`src/rtl/obwin_pkg.sv`:
```
// Package: shared widths, per-window configuration type and offset codes
// for the outbound window translator. Assumes 32-bit register words and
// 64-bit addresses split into low/high words.
package obwin_pkg;

    localparam int ADDR_W = 64;
    localparam int WORD_W = 32;

    // Word offsets (reg_addr[4:2]) inside one window's register block
    localparam logic [2:0] OFS_MATCH_LO = 3'd0;
    localparam logic [2:0] OFS_MATCH_HI = 3'd1;
    localparam logic [2:0] OFS_REMAP_LO = 3'd2;
    localparam logic [2:0] OFS_REMAP_HI = 3'd3;
    localparam logic [2:0] OFS_MASK_LO  = 3'd4;
    localparam logic [2:0] OFS_MASK_HI  = 3'd5;
    localparam logic [2:0] OFS_ACTION   = 3'd6;

    typedef struct packed {
        logic              en;
        logic [ADDR_W-1:0] match;
        logic [ADDR_W-1:0] mask;
        logic [ADDR_W-1:0] remap;
        logic [WORD_W-1:0] action;
    } win_cfg_t;

endpackage

```
`src/rtl/obwin_regs.sv`:
```
// Register file for the window bank and the global enable.
// Assumes NUM_WIN is a power of two; window w sits at byte 0x20*w and the
// global control word directly after the last window. Misaligned and
// unmapped accesses are dropped on write and return 0 on read.
module obwin_regs
    import obwin_pkg::*;
#(
    parameter int NUM_WIN = 8,
    localparam int WIN_AW = $clog2(NUM_WIN),
    localparam int REG_AW = WIN_AW + 6
) (
    input  logic              clk,
    input  logic              rst_n,
    input  logic              reg_wr,
    input  logic [REG_AW-1:0] reg_addr,
    input  logic [WORD_W-1:0] reg_wdata,
    output logic [WORD_W-1:0] reg_rdata,
    output win_cfg_t          cfg [NUM_WIN],
    output logic              glob_en
);

    logic [WORD_W-1:0] r_mlo [NUM_WIN];
    logic [WORD_W-1:0] r_mhi [NUM_WIN];
    logic [WORD_W-1:0] r_rlo [NUM_WIN];
    logic [WORD_W-1:0] r_rhi [NUM_WIN];
    logic [WORD_W-1:0] r_klo [NUM_WIN];
    logic [WORD_W-1:0] r_khi [NUM_WIN];
    logic [WORD_W-1:0] r_act [NUM_WIN];

    logic              aligned;
    logic              in_win;
    logic              is_glob;
    logic [WIN_AW-1:0] wsel;
    logic [2:0]        wofs;
    logic [WORD_W-1:0] rd_next;

    // Decode the byte address into window index, word offset and region
    always_comb begin
        aligned = (reg_addr[1:0] == 2'b00);
        in_win  = aligned && !reg_addr[REG_AW-1];
        is_glob = (reg_addr == {1'b1, {(REG_AW-1){1'b0}}});
        wsel    = reg_addr[WIN_AW+4:5];
        wofs    = reg_addr[4:2];
    end

    // Per-window storage, one writer per window
    for (genvar gw = 0; gw < NUM_WIN; gw++) begin : g_win
        always_ff @(posedge clk) begin
            if (!rst_n) begin
                r_mlo[gw] <= '0;
                r_mhi[gw] <= '0;
                r_rlo[gw] <= '0;
                r_rhi[gw] <= '0;
                r_klo[gw] <= '0;
                r_khi[gw] <= '0;
                r_act[gw] <= '0;
            end else if (reg_wr && in_win && (wsel == WIN_AW'(gw))) begin
                case (wofs)
                    OFS_MATCH_LO: r_mlo[gw] <= reg_wdata;
                    OFS_MATCH_HI: r_mhi[gw] <= reg_wdata;
                    OFS_REMAP_LO: r_rlo[gw] <= reg_wdata;
                    OFS_REMAP_HI: r_rhi[gw] <= reg_wdata;
                    OFS_MASK_LO:  r_klo[gw] <= reg_wdata;
                    OFS_MASK_HI:  r_khi[gw] <= reg_wdata;
                    OFS_ACTION:   r_act[gw] <= reg_wdata;
                    default:      ;
                endcase
            end
        end

        // Assemble the 64-bit view of this window for the lookup path
        always_comb begin
            cfg[gw].en     = r_mlo[gw][0];
            cfg[gw].match  = {r_mhi[gw], r_mlo[gw]};
            cfg[gw].mask   = {r_khi[gw], r_klo[gw]};
            cfg[gw].remap  = {r_rhi[gw], r_rlo[gw]};
            cfg[gw].action = r_act[gw];
        end
    end

    // Global enable bit storage
    always_ff @(posedge clk) begin
        if (!rst_n)
            glob_en <= 1'b0;
        else if (reg_wr && is_glob)
            glob_en <= reg_wdata[0];
    end

    // Select the word addressed for read
    always_comb begin
        rd_next = '0;
        if (in_win) begin
            case (wofs)
                OFS_MATCH_LO: rd_next = r_mlo[wsel];
                OFS_MATCH_HI: rd_next = r_mhi[wsel];
                OFS_REMAP_LO: rd_next = r_rlo[wsel];
                OFS_REMAP_HI: rd_next = r_rhi[wsel];
                OFS_MASK_LO:  rd_next = r_klo[wsel];
                OFS_MASK_HI:  rd_next = r_khi[wsel];
                OFS_ACTION:   rd_next = r_act[wsel];
                default:      rd_next = '0;
            endcase
        end else if (is_glob) begin
            rd_next = {{(WORD_W-1){1'b0}}, glob_en};
        end
    end

    // Register the read data for a one-cycle read latency
    always_ff @(posedge clk) begin
        if (!rst_n)
            reg_rdata <= '0;
        else
            reg_rdata <= rd_next;
    end

endmodule

```
`src/rtl/obwin_match.sv`:
```
// Parallel window comparators. For each window it produces a hit flag and
// the translated address. Assumes bit 0 of the match value is the enable
// and so takes no part in the compare.
module obwin_match
    import obwin_pkg::*;
#(
    parameter int NUM_WIN = 8
) (
    input  win_cfg_t          cfg     [NUM_WIN],
    input  logic              glob_en,
    input  logic [ADDR_W-1:0] addr,
    output logic [NUM_WIN-1:0] hit,
    output logic [ADDR_W-1:0] xl_addr [NUM_WIN]
);

    for (genvar gw = 0; gw < NUM_WIN; gw++) begin : g_cmp
        logic [ADDR_W-1:0] cmp_match;

        // Compare the masked address with the masked match value
        always_comb begin
            cmp_match   = {cfg[gw].match[ADDR_W-1:1], 1'b0};
            hit[gw]     = glob_en && cfg[gw].en &&
                          ((addr & cfg[gw].mask) == (cmp_match & cfg[gw].mask));
            xl_addr[gw] = (addr & ~cfg[gw].mask) | (cfg[gw].remap & cfg[gw].mask);
        end
    end

endmodule

```
`src/rtl/obwin_prio.sv`:
```
// Fixed-priority picker: lowest index among hitting windows wins.
// Produces the winning index, a one-hot grant and an any-hit flag.
module obwin_prio #(
    parameter int NUM_WIN = 8,
    localparam int WIN_AW = $clog2(NUM_WIN)
) (
    input  logic [NUM_WIN-1:0] hit,
    output logic [NUM_WIN-1:0] grant,
    output logic [WIN_AW-1:0]  idx,
    output logic               any
);

    // Scan from the top so the lowest hitting index is the last assigned
    always_comb begin
        idx = '0;
        any = 1'b0;
        for (int i = NUM_WIN - 1; i >= 0; i--) begin
            if (hit[i]) begin
                idx = WIN_AW'(i);
                any = 1'b1;
            end
        end
        grant = any ? (NUM_WIN'(1) << idx) : '0;
    end

endmodule

```
`src/rtl/obwin_xlate.sv`:
```
// Outbound address window translator top. Register file, parallel
// comparators and a priority picker feed one output register stage, so a
// lookup result appears one cycle after lk_valid. Assumes NUM_WIN is a
// power of two.
module obwin_xlate
    import obwin_pkg::*;
#(
    parameter int NUM_WIN = 8,
    localparam int WIN_AW = $clog2(NUM_WIN),
    localparam int REG_AW = WIN_AW + 6
) (
    input  logic              clk,
    input  logic              rst_n,
    input  logic              reg_wr,
    input  logic [REG_AW-1:0] reg_addr,
    input  logic [WORD_W-1:0] reg_wdata,
    output logic [WORD_W-1:0] reg_rdata,
    input  logic              lk_valid,
    input  logic [ADDR_W-1:0] lk_addr,
    output logic              out_valid,
    output logic [ADDR_W-1:0] out_addr,
    output logic              out_miss,
    output logic [WIN_AW-1:0] out_win,
    output logic [WORD_W-1:0] out_action
);

    win_cfg_t           cfg [NUM_WIN];
    logic               glob_en;
    logic [NUM_WIN-1:0] hit;
    logic [ADDR_W-1:0]  xl_addr [NUM_WIN];
    logic [NUM_WIN-1:0] grant;
    logic [WIN_AW-1:0]  win_idx;
    logic               any_hit;

    obwin_regs #(.NUM_WIN(NUM_WIN)) u_regs (
        .clk       (clk),
        .rst_n     (rst_n),
        .reg_wr    (reg_wr),
        .reg_addr  (reg_addr),
        .reg_wdata (reg_wdata),
        .reg_rdata (reg_rdata),
        .cfg       (cfg),
        .glob_en   (glob_en)
    );

    obwin_match #(.NUM_WIN(NUM_WIN)) u_match (
        .cfg     (cfg),
        .glob_en (glob_en),
        .addr    (lk_addr),
        .hit     (hit),
        .xl_addr (xl_addr)
    );

    obwin_prio #(.NUM_WIN(NUM_WIN)) u_prio (
        .hit   (hit),
        .grant (grant),
        .idx   (win_idx),
        .any   (any_hit)
    );

    // Register the selected result; hold it when no lookup is presented
    always_ff @(posedge clk) begin
        if (!rst_n) begin
            out_valid  <= 1'b0;
            out_addr   <= '0;
            out_miss   <= 1'b0;
            out_win    <= '0;
            out_action <= '0;
        end else begin
            out_valid <= lk_valid;
            if (lk_valid) begin
                out_miss   <= !any_hit;
                out_win    <= any_hit ? win_idx : '0;
                out_addr   <= any_hit ? xl_addr[win_idx] : lk_addr;
                out_action <= any_hit ? cfg[win_idx].action : '0;
            end
        end
    end

endmodule

```
`config.mk`:
```
export PLATFORM = sky130hd
export DESIGN_NAME = obwin_xlate
export DESIGN_NICKNAME = d
export VERILOG_FILES = /design/src/rtl/obwin_pkg.sv /design/src/rtl/obwin_regs.sv /design/src/rtl/obwin_match.sv /design/src/rtl/obwin_prio.sv /design/src/rtl/obwin_xlate.sv
export SDC_FILE = /design/constraint.sdc
export NUM_CORES = 2
export LEC_CHECK = 0
export BUFFER_PORTS_ARGS = -buffer_cell sky130_fd_sc_hd__buf_2
export CORE_MARGIN = 5
export CORE_UTILIZATION = 40
export CTS_CLUSTER_SIZE = 10
export DETAILED_ROUTE_END_ITERATION = 16
export PLACE_DENSITY_LB_ADDON = 0.15
export SLEW_MARGIN = 0
export SYNTH_ARGS = -nofsm -noshare
export SYNTH_HDL_FRONTEND = slang
export SYNTH_SLANG_ARGS = --single-unit
```
`constraint.sdc`:
```
create_clock -name clk -period 16.3 [get_ports clk]
set_clock_uncertainty 0.15 [all_clocks]
set_input_delay 1.63 -clock clk [delete_from_list [all_inputs] [get_ports clk]]
set_output_delay 1.63 -clock clk [all_outputs]
set_load 0.03 [all_outputs]
```
### After elaboration in Yosys (flattened, before gate mapping)

Memories as Yosys holds them, arrays and structs flattened.
Index checks and enable logic that the tools add are counted.

* $lt $le $gt $ge: 1
* reduce and logical (&&, ||, !) cells: 32
* bitwise operators: 105
* mux-type cells: 260
* equal/unequal tests: 22

Operators with widths (number)
* 64-bit AND: 32
* 32-bit two-way mux: 60
* 225-bit binary-select mux with 3-bit select: 1
* 64-bit == test: 8
* 64-bit NOT: 8
* 64-bit bitwise OR: 8
* 32-bit one-hot mux with 7 select lines: 1
* 64-bit binary-select mux with 3-bit select: 1
* 64-bit two-way mux: 3
* 1-bit two-way mux: 185
* 1-bit bitwise OR: 56
* 1-bit logical AND: 27
* 3-bit two-way mux: 9
* 3-bit == test (second input constant): 7
* 3-bit by 2-bit == test with 1-bit output (second input constant): 4
* 9-bit == test (second input constant): 1
* 3-bit by 1-bit == test with 1-bit output (second input constant): 2
* 3-bit logical NOT: 2
* 4-bit greater-or-equal comparator (second input constant): 1
* 3-bit NOT with 4-bit output: 1
* 1-bit logical NOT: 2
* 2-bit logical NOT: 1

* input bits: 109
* bits in registers: 134
* memories kept: 7
* memory bits (writable): 1792

Memory list
* u_regs.r_act: words 8, bits a word 32, read ports 9, clocked after Yosys merged registers in 0, write ports 8, line obwin_regs.sv:28 `logic [WORD_W-1:0] r_act [NUM_WIN];`
* u_regs.r_khi: words 8, bits a word 32, read ports 9, clocked after Yosys merged registers in 0, write ports 8, line obwin_regs.sv:27 `logic [WORD_W-1:0] r_khi [NUM_WIN];`
* u_regs.r_klo: words 8, bits a word 32, read ports 9, clocked after Yosys merged registers in 0, write ports 8, line obwin_regs.sv:26 `logic [WORD_W-1:0] r_klo [NUM_WIN];`
* u_regs.r_mhi: words 8, bits a word 32, read ports 9, clocked after Yosys merged registers in 0, write ports 8, line obwin_regs.sv:23 `logic [WORD_W-1:0] r_mhi [NUM_WIN];`
* u_regs.r_mlo: words 8, bits a word 32, read ports 9, clocked after Yosys merged registers in 0, write ports 8, line obwin_regs.sv:22 `logic [WORD_W-1:0] r_mlo [NUM_WIN];`
* u_regs.r_rhi: words 8, bits a word 32, read ports 9, clocked after Yosys merged registers in 0, write ports 8, line obwin_regs.sv:25 `logic [WORD_W-1:0] r_rhi [NUM_WIN];`
* 1 more memories

### Logic depth before layout (Yosys ltp)

An unclocked memory read counts as a cell.

* depth after elaboration: 17
* mapped depth: 17
* depth with buffers taken out: 11

### By module

From an unflattened synthesis, not the netlist that was laid out.

* cells, all modules: 8238
* area, all modules: 106128.0 sq um

By module, submodules not included
* obwin_regs: times used 1, seq. area each 54472.2 sq um, area an instance 82345.2 sq um, cells each 5742
* obwin_match: times used 1, seq. area each 0.0 sq um, area an instance 13671.9 sq um, cells each 1456
* obwin_xlate: times used 1, seq. area each 2021.9 sq um, area an instance 9970.8 sq um, cells each 1015
* obwin_prio: times used 1, seq. area each 0.0 sq um, area an instance 140.1 sq um, cells each 25

### Least setup slack after synthesis

OpenSTA, ideal clock, no wires.

* kind: in2reg
* start point: in reg_addr[5]
* end point: mem u_regs.r_act[3][0], enable pin
* cell stages on the path: 7
* setup slack: 9923 ps
* arrival: 5761 ps
* data required time: 15684 ps
* path through: clkbuf_1 clkbuf_1 buf_1 clkbuf_1 nand3_1 clkbuf_1 o21ai_0

RTL lines
* from (decl): line obwin_xlate.sv:15 `input logic [REG_AW-1:0] reg_addr,`
* to (decl): line obwin_regs.sv:28

### Worst setup path in the final report

* start point: in lk_addr[36]
* end point: reg out_addr[59]

* longest elaborated chain between the ends: 16

RTL lines
* from (decl): line obwin_xlate.sv:19 `input logic [ADDR_W-1:0] lk_addr,`
* 64-bit AND: line obwin_match.sv:23 `((addr & cfg[gw].mask) == (cmp_match & cfg[gw].mask));`
* 64-bit == test: line obwin_match.sv:23
* 1-bit logical AND: line obwin_match.sv:22 `hit[gw] = glob_en && cfg[gw].en &&`
* 3-bit two-way mux (8 in a row): line obwin_prio.sv:18 `if (hit[i]) begin`
* 3-bit NOT with 4-bit output (not written as such): line obwin_xlate.sv:74 `out_addr <= any_hit ? xl_addr[win_idx] : lk_addr;`
* 64-bit binary-select mux with 3-bit select: line obwin_xlate.sv:74
* 64-bit two-way mux (not written as such) (2 in a row): line obwin_xlate.sv:74
* 64-bit two-way mux (*): line obwin_xlate.sv:74
* to (signal assigned): line obwin_xlate.sv:74
* to (decl): line obwin_xlate.sv:21 `output logic [ADDR_W-1:0] out_addr,`

Every way passes the cells marked *; elsewhere a longest branch is shown, timed or not. The select of a mux whose other input is x is not followed.
A chain may end at the register's enable or synchronous reset.

==> impl_metrics.env <==
export IMPL_arrival_ns=8.93
export IMPL_finalSetupViolCount=0
export IMPL_synth_seq_area_share_pct=52.0
export IMPL_first_global_vias=83500
export IMPL_grt_ovfl_total=0
export IMPL_ys_types=74
export IMPL_num_rows=191
export IMPL_area_growth_pct=12.3
export IMPL_cts_tree="yes"
export IMPL_wl_per_cell_um=55.8
export IMPL_period_share_pct=50.2
export IMPL_postLayoutCellArea_um2=122000
export IMPL_drc_errors=0
export IMPL_yosysWarnings=0
export IMPL_r2r_slack_ns=8.92
export IMPL_rsz0062_at_grt="false"
export IMPL_nFillCells=24600
export IMPL_dieArea_um2=282000
export IMPL_cts_made_buffers=231
export IMPL_place_congestion=1.10
export IMPL_cts_resized=0
export IMPL_violations="max-capacitance violations, max-slew violations"
export IMPL_status="finished, violations left"
export IMPL_drive_gt1_share_pct=17.4
export IMPL_drt_iter0_drc=19600
export IMPL_vias=92300
export IMPL_synth_edf_count=1792
export IMPL_path_cells="buf_2, xor2_1, a22oi_1, nand4_1, nor4_2, nand2_1, nand2b_1, o21a_4, buf_4, buf_4, nand3_1, a31oi_1, o311ai_1, a41oi_1"
export IMPL_start_kind="primary input"
export IMPL_grtUsageTotal_pct=49.3
export IMPL_synth_top_area_share_pct=49.5
export IMPL_ant_nets=0
export IMPL_ys_top_cells_by_area="edfxtp_1 (49%), and2_1 (10%), mux4_2 (9.3%), xor2_1 (4.1%), a22oi_1 (3.3%)"
export IMPL_critPathKind="primary input to register"
export IMPL_grt_max_degree=135
export IMPL_ctsRootBufferMaster="clkbuf_16"
export IMPL_fin_ws_ns=8.12
export IMPL_slew_viol_final=11
export IMPL_async_flop_share_pct=0
export IMPL_coreArea_um2=271000
export IMPL_seq_area_um2=56500
export IMPL_grt_pass1_wl_mm=908
export IMPL_worst_path_most_repeated_cell="buf_4"
export IMPL_min_period_ns=8.18
export IMPL_synth_top_area_cell="edfxtp_1"
export IMPL_required_ns=17.05
export IMPL_numClockSinks=1926
export IMPL_syn_nets=9206
export IMPL_via_per_inst=7.14
export IMPL_io_pins=242
export IMPL_htree_levels=4
export IMPL_clockBufferDepth=4
export IMPL_syn_inst=9097
export IMPL_cp_slowest_cell="nor4_2"
export IMPL_leakagePower_nw=43.3
export IMPL_multi_input_area_um2=49500
export IMPL_dieWidth_um=531
export IMPL_hpwl_mm=522
export IMPL_clk_pin_slew_ns=0.06
export IMPL_synthFlopType="edfxtp_1"
export IMPL_fin_setup_tns_ns=0
export IMPL_ir_drop_mv=0.0925
export IMPL_insertion_delay_ns=0.98
export IMPL_io_buffers=241
export IMPL_fmax_mhz=122
export IMPL_critical_path_max_stage_delay_ns=1.03
export IMPL_synth_area_per_cell_um2=12.0
export IMPL_initial_core_util_pct=40.2
export IMPL_worst_pin_slew_ns=1.64
export IMPL_die_y_um=531
export IMPL_crit_fanout=56
export IMPL_p_per_area_nw_per_um2=107
export IMPL_dpl_cell_area_um2=115000
export IMPL_cts_setup_buffers=0
export IMPL_ys_seq_elements=1926
export IMPL_min_path_type="register to register"
export IMPL_synth_area_um2=109000
export IMPL_nets=9218
export IMPL_drv_cap=10
export IMPL_hold_buffers=0
export IMPL_wirelength_mm=721
export IMPL_worstSetupEndpointType="register"
export IMPL_finalHoldViolations=0
export IMPL_relSlewSlack_pct=-10.6
export IMPL_place_ws_ns=7.86
export IMPL_antenna_found_initial=161
export IMPL_firstDrtPassIters=7
==> sequential cells by signal (all words and copies together) (netlist names) <==
name / flops
out_valid: 1
u_regs.reg_rdata: 32
out_win: 3
out_action: 32
u_regs.glob_en: 1
out_miss: 1
u_regs.r_rhi: 256
u_regs.r_mhi: 256
u_regs.r_khi: 256
u_regs.r_rlo: 256
u_regs.r_act: 256
u_regs.r_klo: 256
out_addr: 64
u_regs.r_mlo: 256
==> worst paths after layout <==
kind / startpoint / to / cells after the start
hold / removal: out_win[2]$_SDFFE_PN0P_ / out_win[2]$_SDFFE_PN0P_ / 2
hold reg to reg: out_win[2]$_SDFFE_PN0P_ / out_win[2]$_SDFFE_PN0P_ / 2
setup reg to reg: u_regs.r_khi[3][4]$_SDFFCE_PN0P_ / out_addr[59]$_SDFFE_PN0P_ / 12
setup / recovery: lk_addr[36] / out_addr[59]$_SDFFE_PN0P_ / 14
==> cell type report <==
| cell class | count | share of cell area, % |
|---|---|---|
| Clock inverter | 41 | 0.352 |
| Multi-Input combinational cell | 6230 | 40.5 |
| Tap cell | 3570 | 3.66 |
| Clock buffer | 346 | 5.21 |
| Timing Repair Buffer | 633 | 3.54 |
| Inverter | 87 | 0.268 |
| Sequential cell | 1926 | 46.3 |
| Antenna cell | 95 | 0.195 |
==> cell usage after synthesis (15+ instances only) <==
| library cell | number |
|---|---|
| buf_4 | 25 |
| nand3_1 | 130 |
| o21ai_0 | 210 |
| a22oi_1 | 475 |
| buf_2 | 161 |
| a22o_1 | 16 |
| nand2_1 | 445 |
| a21oi_1 | 192 |
| a21boi_0 | 24 |
| o31a_1 | 30 |
| nor3_1 | 105 |
| nor2b_1 | 32 |
| buf_1 | 67 |
| inv_1 | 86 |
| edfxtp_1 | 1792 |
| nor4b_1 | 19 |
| a221oi_1 | 45 |
| nor3b_1 | 60 |
| o311ai_0 | 15 |
| and2_1 | 1800 |
| dfxtp_1 | 134 |
| nor4_1 | 54 |
| nand2b_1 | 177 |
| o211ai_1 | 24 |
| mux4_2 | 448 |
| o22ai_1 | 93 |
| a211oi_1 | 82 |
| xor2_1 | 504 |
| o2bb2ai_1 | 26 |
| or3_1 | 24 |
| nor2_1 | 213 |
| mux2_2 | 37 |
| clkbuf_1 | 589 |
| mux2i_1 | 340 |
| nand3b_1 | 121 |
| a31oi_1 | 108 |
| nand4_1 | 128 |
| and3_1 | 89 |
| a31o_2 | 35 |
==> power by group <==
part | switching (W) | total [W] | internal (W) | leakage, nW
sequential | 0.000372 | 0.00602 | 0.00565 | 18.1
combinational | 0.00154 | 0.00205 | 0.000516 | 21.9
clock | 0.00225 | 0.00500 | 0.00275 | 3.27
total | 0.00416 | 0.0131 | 0.00891 | 43.3
==> cell families after synthesis <==
logic type | Yosys count | share of synthesized area (%)
compound gates | 1467 | 9.29
simple gates | 3434 | 18.3
mux | 825 | 12.8
buf+inv | 941 | 3.60
flops | 1926 | 52.0
xor+xnor | 504 | 4.06
==> through the flow <==
stage / cells / hold slack (ns) / total power [W] / util, %
2_1_floorplan: 9097 / 0.433 / 0.00671 / -
3_3_place_gp: 12400 / 0.285 / 0.00799 / 42.5
3_5_place_dp: 12400 / 0.289 / 0.00798 / 42.5
4_1_cts: 12800 / 0.302 / 0.0128 / 45.0
5_1_grt: 12800 / 0.335 / 0.0131 / 45.0
6_report: 12900 / 0.297 / 0.0131 / 45.1
==> placed cells by master (no fill, tap or decap), types with 45 or more instances in the layout <==
cell,count
nand3b_1,121
a211oi_1,82
and3_1,89
xor2_1,503
and2_1,1800
dfxtp_1,134
mux2i_1,331
nor3b_1,58
a21oi_1,192
nand3_1,128
o22ai_1,92
edfxtp_1,1792
diode_2,95
nor4_1,49
o21ai_4,57
o21ai_0,147
mux4_2,448
buf_4,382
nand4_1,128
inv_1,86
a221oi_1,45
nor3_1,104
nor2_1,153
nand2b_1,175
buf_2,236
clkbuf_1,103
nand2_1,441
clkbuf_16,234
a22oi_1,475
a31oi_1,108
==> per-layer routing <==
layer	vias to the layer above	GRT usage [%]	wire length (um)
met5	-	0	321
met4	50	38.0	72400
met3	2132	21.9	104000
met2	8849	70.2	297000
met1	47400	58.0	247000
li1	33900	-	-
==> critical path: cells and delay by family <==
kind | cells | cell delay (ns)
AND/OR/NAND/NOR | 5 | 2.35
AO/OA/AOI/OAI | 5 | 2.26
buffers and inverters | 3 | 2.13
XOR/XNOR | 1 | 0.26
Note: power is estimated with default switching activity, not from simulation.
